File: config.mk
export PLATFORM = sky130hd
export DESIGN_NAME = sram_lane_ctrl
export DESIGN_NICKNAME = d
export VERILOG_FILES = /design/src/rtl/sram_lane_pkg.sv /design/src/rtl/slc_wait_timer.sv /design/src/rtl/slc_read_lanes.sv /design/src/rtl/sram_lane_ctrl.sv
export SDC_FILE = /design/constraint.sdc
export NUM_CORES = 1
export LEC_CHECK = 0
export ABC_AREA = 1
export BUFFER_PORTS_ARGS = -buffer_cell sky130_fd_sc_hd__buf_2
export CAP_MARGIN = 20
export CORE_ASPECT_RATIO = 1.75
export CORE_MARGIN = 1.5
export CORE_UTILIZATION = 30
export CTS_BUF_LIST = sky130_fd_sc_hd__clkbuf_4 sky130_fd_sc_hd__clkbuf_8
export DETAILED_ROUTE_END_ITERATION = 12
export GPL_TIMING_DRIVEN = 0
export SETUP_SLACK_MARGIN = 0.5
export SYNTH_ARGS = -nofsm -noshare
export SYNTH_HDL_FRONTEND = slang
export SYNTH_SLANG_ARGS = --single-unit
File: constraint.sdc
create_clock -name clk -period 2.3 [get_ports clk]
set_clock_uncertainty 0.05 [all_clocks]
set_input_delay 0 -clock clk [delete_from_list [all_inputs] [get_ports clk]]
set_output_delay 0 -clock clk [all_outputs]
set_load 0.05 [all_outputs]
File: src/rtl/sram_lane_pkg.sv
package sram_lane_pkg;

    localparam int ADDR_W = 15;
    localparam int DATA_W = 16;
    localparam int LANE_W = 8;
    localparam int LANES  = DATA_W / LANE_W;

    typedef enum logic [1:0] {
        PH_IDLE = 2'd0,
        PH_ACT  = 2'd1,
        PH_FIN  = 2'd2
    } phase_t;

    typedef struct packed {
        logic              wr;
        logic [ADDR_W-1:0] addr;
        logic [DATA_W-1:0] wdata;
        logic [LANES-1:0]  mask;
    } host_req_t;

    typedef struct packed {
        logic             ce_n;
        logic             we_n;
        logic             oe_n;
        logic [LANES-1:0] lane_n;
    } strobe_t;

    localparam strobe_t STROBE_OFF = '{ce_n: 1'b1, we_n: 1'b1, oe_n: 1'b1, lane_n: '1};

    // Spread a per-lane mask over the full data width.
    function automatic logic [DATA_W-1:0] lane_bits(input logic [LANES-1:0] m);
        logic [DATA_W-1:0] r;
        for (int i = 0; i < LANES; i++) begin
            r[i*LANE_W +: LANE_W] = {LANE_W{m[i]}};
        end
        return r;
    endfunction

endpackage

File: src/rtl/slc_wait_timer.sv
module slc_wait_timer #(
    parameter int unsigned WAIT_CYCLES = 3
) (
    input  logic clk,
    input  logic rst,
    input  logic start,
    input  logic run,
    output logic last
);
    localparam int CW = (WAIT_CYCLES > 1) ? $clog2(WAIT_CYCLES) : 1;
    localparam logic [CW-1:0] END_VAL = CW'(WAIT_CYCLES - 1);

    logic [CW-1:0] cnt;

    always_ff @(posedge clk) begin
        if (rst) begin
            cnt <= '0;
        end else if (start) begin
            cnt <= '0;
        end else if (run && !last) begin
            cnt <= cnt + 1'b1;
        end
    end

    assign last = (cnt == END_VAL);
endmodule

File: src/rtl/slc_read_lanes.sv
module slc_read_lanes
    import sram_lane_pkg::*;
(
    input  logic              clk,
    input  logic              rst,
    input  logic              capture,
    input  logic [LANES-1:0]  mask,
    input  logic [DATA_W-1:0] bus_in,
    output logic [DATA_W-1:0] rdata
);
    for (genvar g = 0; g < LANES; g++) begin : g_lane
        always_ff @(posedge clk) begin
            if (rst) begin
                rdata[g*LANE_W +: LANE_W] <= '0;
            end else if (capture) begin
                rdata[g*LANE_W +: LANE_W] <= mask[g] ? bus_in[g*LANE_W +: LANE_W] : '0;
            end
        end
    end
endmodule

File: src/rtl/sram_lane_ctrl.sv
module sram_lane_ctrl
    import sram_lane_pkg::*;
#(
    parameter int unsigned WAIT_CYCLES = 3
) (
    input  logic              clk,
    input  logic              rst,
    input  logic              req_valid,
    input  logic              req_write,
    input  logic [ADDR_W-1:0] req_addr,
    input  logic [DATA_W-1:0] req_wdata,
    input  logic [LANES-1:0]  req_mask,
    output logic              req_ready,
    output logic              rsp_done,
    output logic [DATA_W-1:0] rsp_rdata,
    output logic              mem_ce_n,
    output logic              mem_we_n,
    output logic              mem_oe_n,
    output logic              mem_lb_n,
    output logic              mem_ub_n,
    output logic [ADDR_W-1:0] mem_addr,
    output logic [DATA_W-1:0] mem_dq_out,
    output logic              mem_dq_oe,
    input  logic [DATA_W-1:0] mem_dq_in
);
    phase_t    phase;
    host_req_t cur;
    strobe_t   stb;
    logic      accept;
    logic      act_last;
    logic      in_act;

    assign accept = req_valid && (phase == PH_IDLE);
    assign in_act = (phase == PH_ACT);

    always_ff @(posedge clk) begin
        if (rst) begin
            phase <= PH_IDLE;
            cur   <= '0;
        end else begin
            unique case (phase)
                PH_IDLE: if (accept) begin
                    cur   <= '{wr: req_write, addr: req_addr, wdata: req_wdata, mask: req_mask};
                    phase <= (|req_mask) ? PH_ACT : PH_FIN;
                end
                PH_ACT:  if (act_last) phase <= PH_FIN;
                PH_FIN:  phase <= PH_IDLE;
                default: phase <= PH_IDLE;
            endcase
        end
    end

    slc_wait_timer #(.WAIT_CYCLES(WAIT_CYCLES)) u_timer (
        .clk   (clk),
        .rst   (rst),
        .start (accept),
        .run   (in_act),
        .last  (act_last)
    );

    slc_read_lanes u_rd (
        .clk     (clk),
        .rst     (rst),
        .capture (in_act && act_last && !cur.wr),
        .mask    (cur.mask),
        .bus_in  (mem_dq_in),
        .rdata   (rsp_rdata)
    );

    // Strobes decode from registered phase and request only.
    always_comb begin
        stb = STROBE_OFF;
        if (in_act) begin
            stb.ce_n   = 1'b0;
            stb.we_n   = !cur.wr;
            stb.oe_n   = cur.wr;
            stb.lane_n = ~cur.mask;
        end
    end

    assign mem_ce_n   = stb.ce_n;
    assign mem_we_n   = stb.we_n;
    assign mem_oe_n   = stb.oe_n;
    assign mem_lb_n   = stb.lane_n[0];
    assign mem_ub_n   = stb.lane_n[1];
    assign mem_addr   = cur.addr;
    assign mem_dq_out = cur.wdata;
    assign mem_dq_oe  = cur.wr && (|cur.mask) && (phase != PH_IDLE);
    assign req_ready  = (phase == PH_IDLE);
    assign rsp_done   = (phase == PH_FIN);
endmodule

==> impl.org <==
** Clock tree
- The cell sitting at the root of the clock tree is a clkbuf_8.
- CTS tree :: done
- Clock Latency Late Sink :: 0.31 ns
- Post-cts resize count :: 0
- CTS built an H-tree with a depth of 2.
- After clock tree synthesis, the clock-pin slew on the worst setup and hold paths is 0.10 ns.
- Longest Clk Path Bufs :: 2
- Buffers inserted to repair hold after CTS numbered 51.
- Clock tree synthesis found a total of 54 sinks.
- Post-CTS repair timing setup buffer count :: 0
- Total clock buffers created by CTS :: 5

** Flow run
- Count of max-cap constraint violations :: 0

** STA
- The worst path uses 72.1% of the clock period.
- The routed design could run at a clock period as short as 1.66 ns.
- The hold violation total from the final report came to 1.
- Total setup violations reported at the end of the flow :: 0
- Final Max Slew Viols :: 0
- For this run, the top clock speed supported by timing is 603 MHz.
- Hold_ws :: -0.00104 ns
- Headroom to the max-slew limit came out at 62.8%.
- Setup total negative slack on the finished layout was measured at 0 ns.
- Transition time of the tightest slew-check pin :: 0.557 ns
- Unrepaired setup endpoints after global routing :: no

** Drt
- In this run the remaining antenna-violating nets after routing total 0.
- Initial detailed-routing violation count :: 91
- Ratio of routed vias to standard cells :: 4.36
- # DRC :: 0
- Summing over every cut layer, the via total after detailed routing is 2544.
- The routed design has 6.80 mm of wire.
- The first detailed-routing pass took 4 iterations.
- Wirelength per Cell :: 11.6 µm

** Floorplanning
- Die area :: 8680 µm²
- Initial cell density of the core :: 30.8%
- The die is 71.1 µm wide.
- I/O pin count :: 108
- Standard-cell row count :: 43
- Core region area :: 7910 µm²
- The die is 122 µm tall.

** Worst setup path
- Critical path data required time :: 2.25 ns
- The number of cells on the worst reg-to-reg path is 7.
- Along the worst path, the maximum fanout reaches 10.
- By startpoint and endpoint, the worst setup path is classified as flip-flop to output port.
- The worst register-to-register path has a setup slack of 0.86 ns.
- For the worst setup path, the data arrival time is 1.61 ns.
- Crit. End Element :: output port
- RR Startpoint :: u_timer.cnt[0]
- Capture instance of the worst register-to-register path :: u_rd.rdata[13]
- The worst setup path is launched from a flip-flop.

** Yosys
- Net count of the mapped netlist :: 382
- Flip-flop and latch count after synthesis :: 54
- Syn_area_per_cell :: 7.42 µm²
- The biggest area contributor in the post-synthesis netlist is dfxtp_1.
- For this run, the number of Yosys warnings is 0.
- Summing the sequential cell areas from Yosys gives 44.4% of the chip area.
- Dominant cells by area after synthesis :: dfxtp_1, nor2_1, buf_4, nand2_1, o21ai_0
- In this run the cell area of the synthesized design comes to 2430 µm².
- Number of cells produced by synthesis :: 328
- The number of different library cells used by synthesis comes to 21.
- After synthesis, the largest area contributor takes up 44.4% of total cell area.

** Pwr
- For this design the ratio of total power to cell area is 694 nW/µm².
- Leakage power of the design :: 0.00185 µW
- IR drop worst, VDD :: 278 µV

** Worst hold path
- The worst hold path belongs to the class primary input to flip-flop.
- The worst hold path terminates at u_rd.rdata[14].
- The worst hold path passes through 5 cells.
- Critical hold path startpoint :: mem_dq_in[14]

** GRT
- Across every metal layer, demand over resource in global routing totals 15.8%.
- Via count of the first global-routing pass :: 2499
- Global routing finished with a remaining overflow of 0.
- Number of antenna violations at the first check in global routing :: 0
- Maximum number of pins on one net before global-route repair :: 17
- Wire length of the first global-routing pass :: 10.8 mm

** Status
- Run status :: finished with violations
- The final reports fail on negative hold slack.

** Finish
- Filler cell count :: 800
- Synthesis-to-finish area growth :: 53.5%
- After the last flow step, the layout net total stands at 547.
- Fraction of layout instances using a drive strength above 1 :: 33.2%
- 0 antenna diodes ended up in the layout.
- Final design instance area without fill :: 3730 µm²

** Place
- Last weighted congestion value of the routability-driven placer :: 0.829
- After legalization and detailed placement, the total HPWL measured 4.64 mm.
- Cell area after placement :: 3080 µm²
- # port buffers :: 107
worst max-delay path by stage:
stage                     end           start  depth (start not counted)
2_1_floorplan       mem_dq_oe          cur[0]                          3
3_3_place_gp   u_rd.rdata[15]  u_timer.cnt[0]                          6
3_5_place_dp   u_rd.rdata[13]  u_timer.cnt[0]                          7
4_1_cts             mem_dq_oe          cur[1]                          4
5_1_grt             mem_dq_oe          cur[1]                          4
6_report            mem_dq_oe          cur[1]                          4
cell usage in the layout, fill, tap and decap left out, drive strengths merged, types with 2 or more instances in the layout:
| cell type | netlist | routed |
|---|---|---|
| nand3b | 2 | 2 |
| bufinv | 0 | 2 |
| nor2 | 107 | 107 |
| o21ai | 35 | 35 |
| clkbuf | 7 | 13 |
| inv | 14 | 14 |
| nand3 | 3 | 3 |
| dlygate4sd3 | 0 | 51 |
| buf | 43 | 150 |
| nand2 | 44 | 44 |
| dfxtp | 54 | 54 |
| nand4 | 14 | 14 |
| a21oi | 4 | 4 |
where the power goes:
group / internal [µW] / leakage (µW) / switching (µW) / total (µW)
sequential: 1000 / 0.000443 / 41.4 / 1040
combinational: 290 / 0.00133 / 468 / 758
clock: 464 / 0.0000714 / 324 / 789
worst max-delay path: stages, from the launching register on:
cell and delay, ns:
dfxtp_1 0.34, clkbuf_1 0.44, o21ai_0 0.15, nor2_1 0.10, buf_2 0.26
flip-flops by register name (all words and copies together) (netlist names):
name / flops
mem_dq_out: 16
u_rd.rdata: 16
mem_addr: 15
cur: 3
phase: 2
u_timer.cnt: 2
kinds of logic (layout without fill, tap and decap cells):
logic type               Yosys count  count (layout)  share of synthesized area, %
AND/OR/NAND/NOR                  170             170                          29.6
buffers and inverters             64             230                          17.4
AO/OA/AOI/OAI                     39              39                          8.02
flip-flops                        54              54                          44.4
adder cells (fa/ha/maj)            1               1                         0.514
per-stage QoR:
stage / total power [µW] / hold slack (ns) / setup slack (ns) / std cells / utilization, %
finish: 2590 / -0.00104 / 0.642 / 584 / 47.2
global route: 2710 / 0.0206 / 0.516 / 584 / 47.2
CTS: 2620 / 0.00207 / 0.637 / 584 / 47.2
detailed placement: 1760 / 0.128 / 0.865 / 525 / 38.9
global placement: 1750 / 0.121 / 0.895 / 525 / 38.9
floorplan: 1590 / 0.0191 / 0.909 / 328 / -
synthesized netlist by cell type, drive strengths merged:
cell type	instances
a21oi	4
buf	43
clkbuf	7
dfxtp	54
ha	1
inv	14
nand2	44
nand3	3
nand3b	2
nand4	14
nor2	107
o21ai	35
area by class of cell:
cell class,count,area (µm²),area share (%)
plain buffers,50,367,9.82
clock buffers,6,82.6,2.21
clock inverters,2,60.1,1.61
inverters,14,57.6,1.54
multi-input cells,210,927,24.8
flip-flops and latches,54,1080,29.0
well taps,90,113,3.02
repair buffers,158,1050,28.0
layer usage:
layer	track usage (%)	wire [µm]	up-vias
met2	31.0	3710	86
met4	7.67	225	0
li1	-	-	1328
met3	3.06	280	17
met1	15.4	2580	1113
met5	0	0	-
No activity file was read; power rests on OpenSTA's default activity.
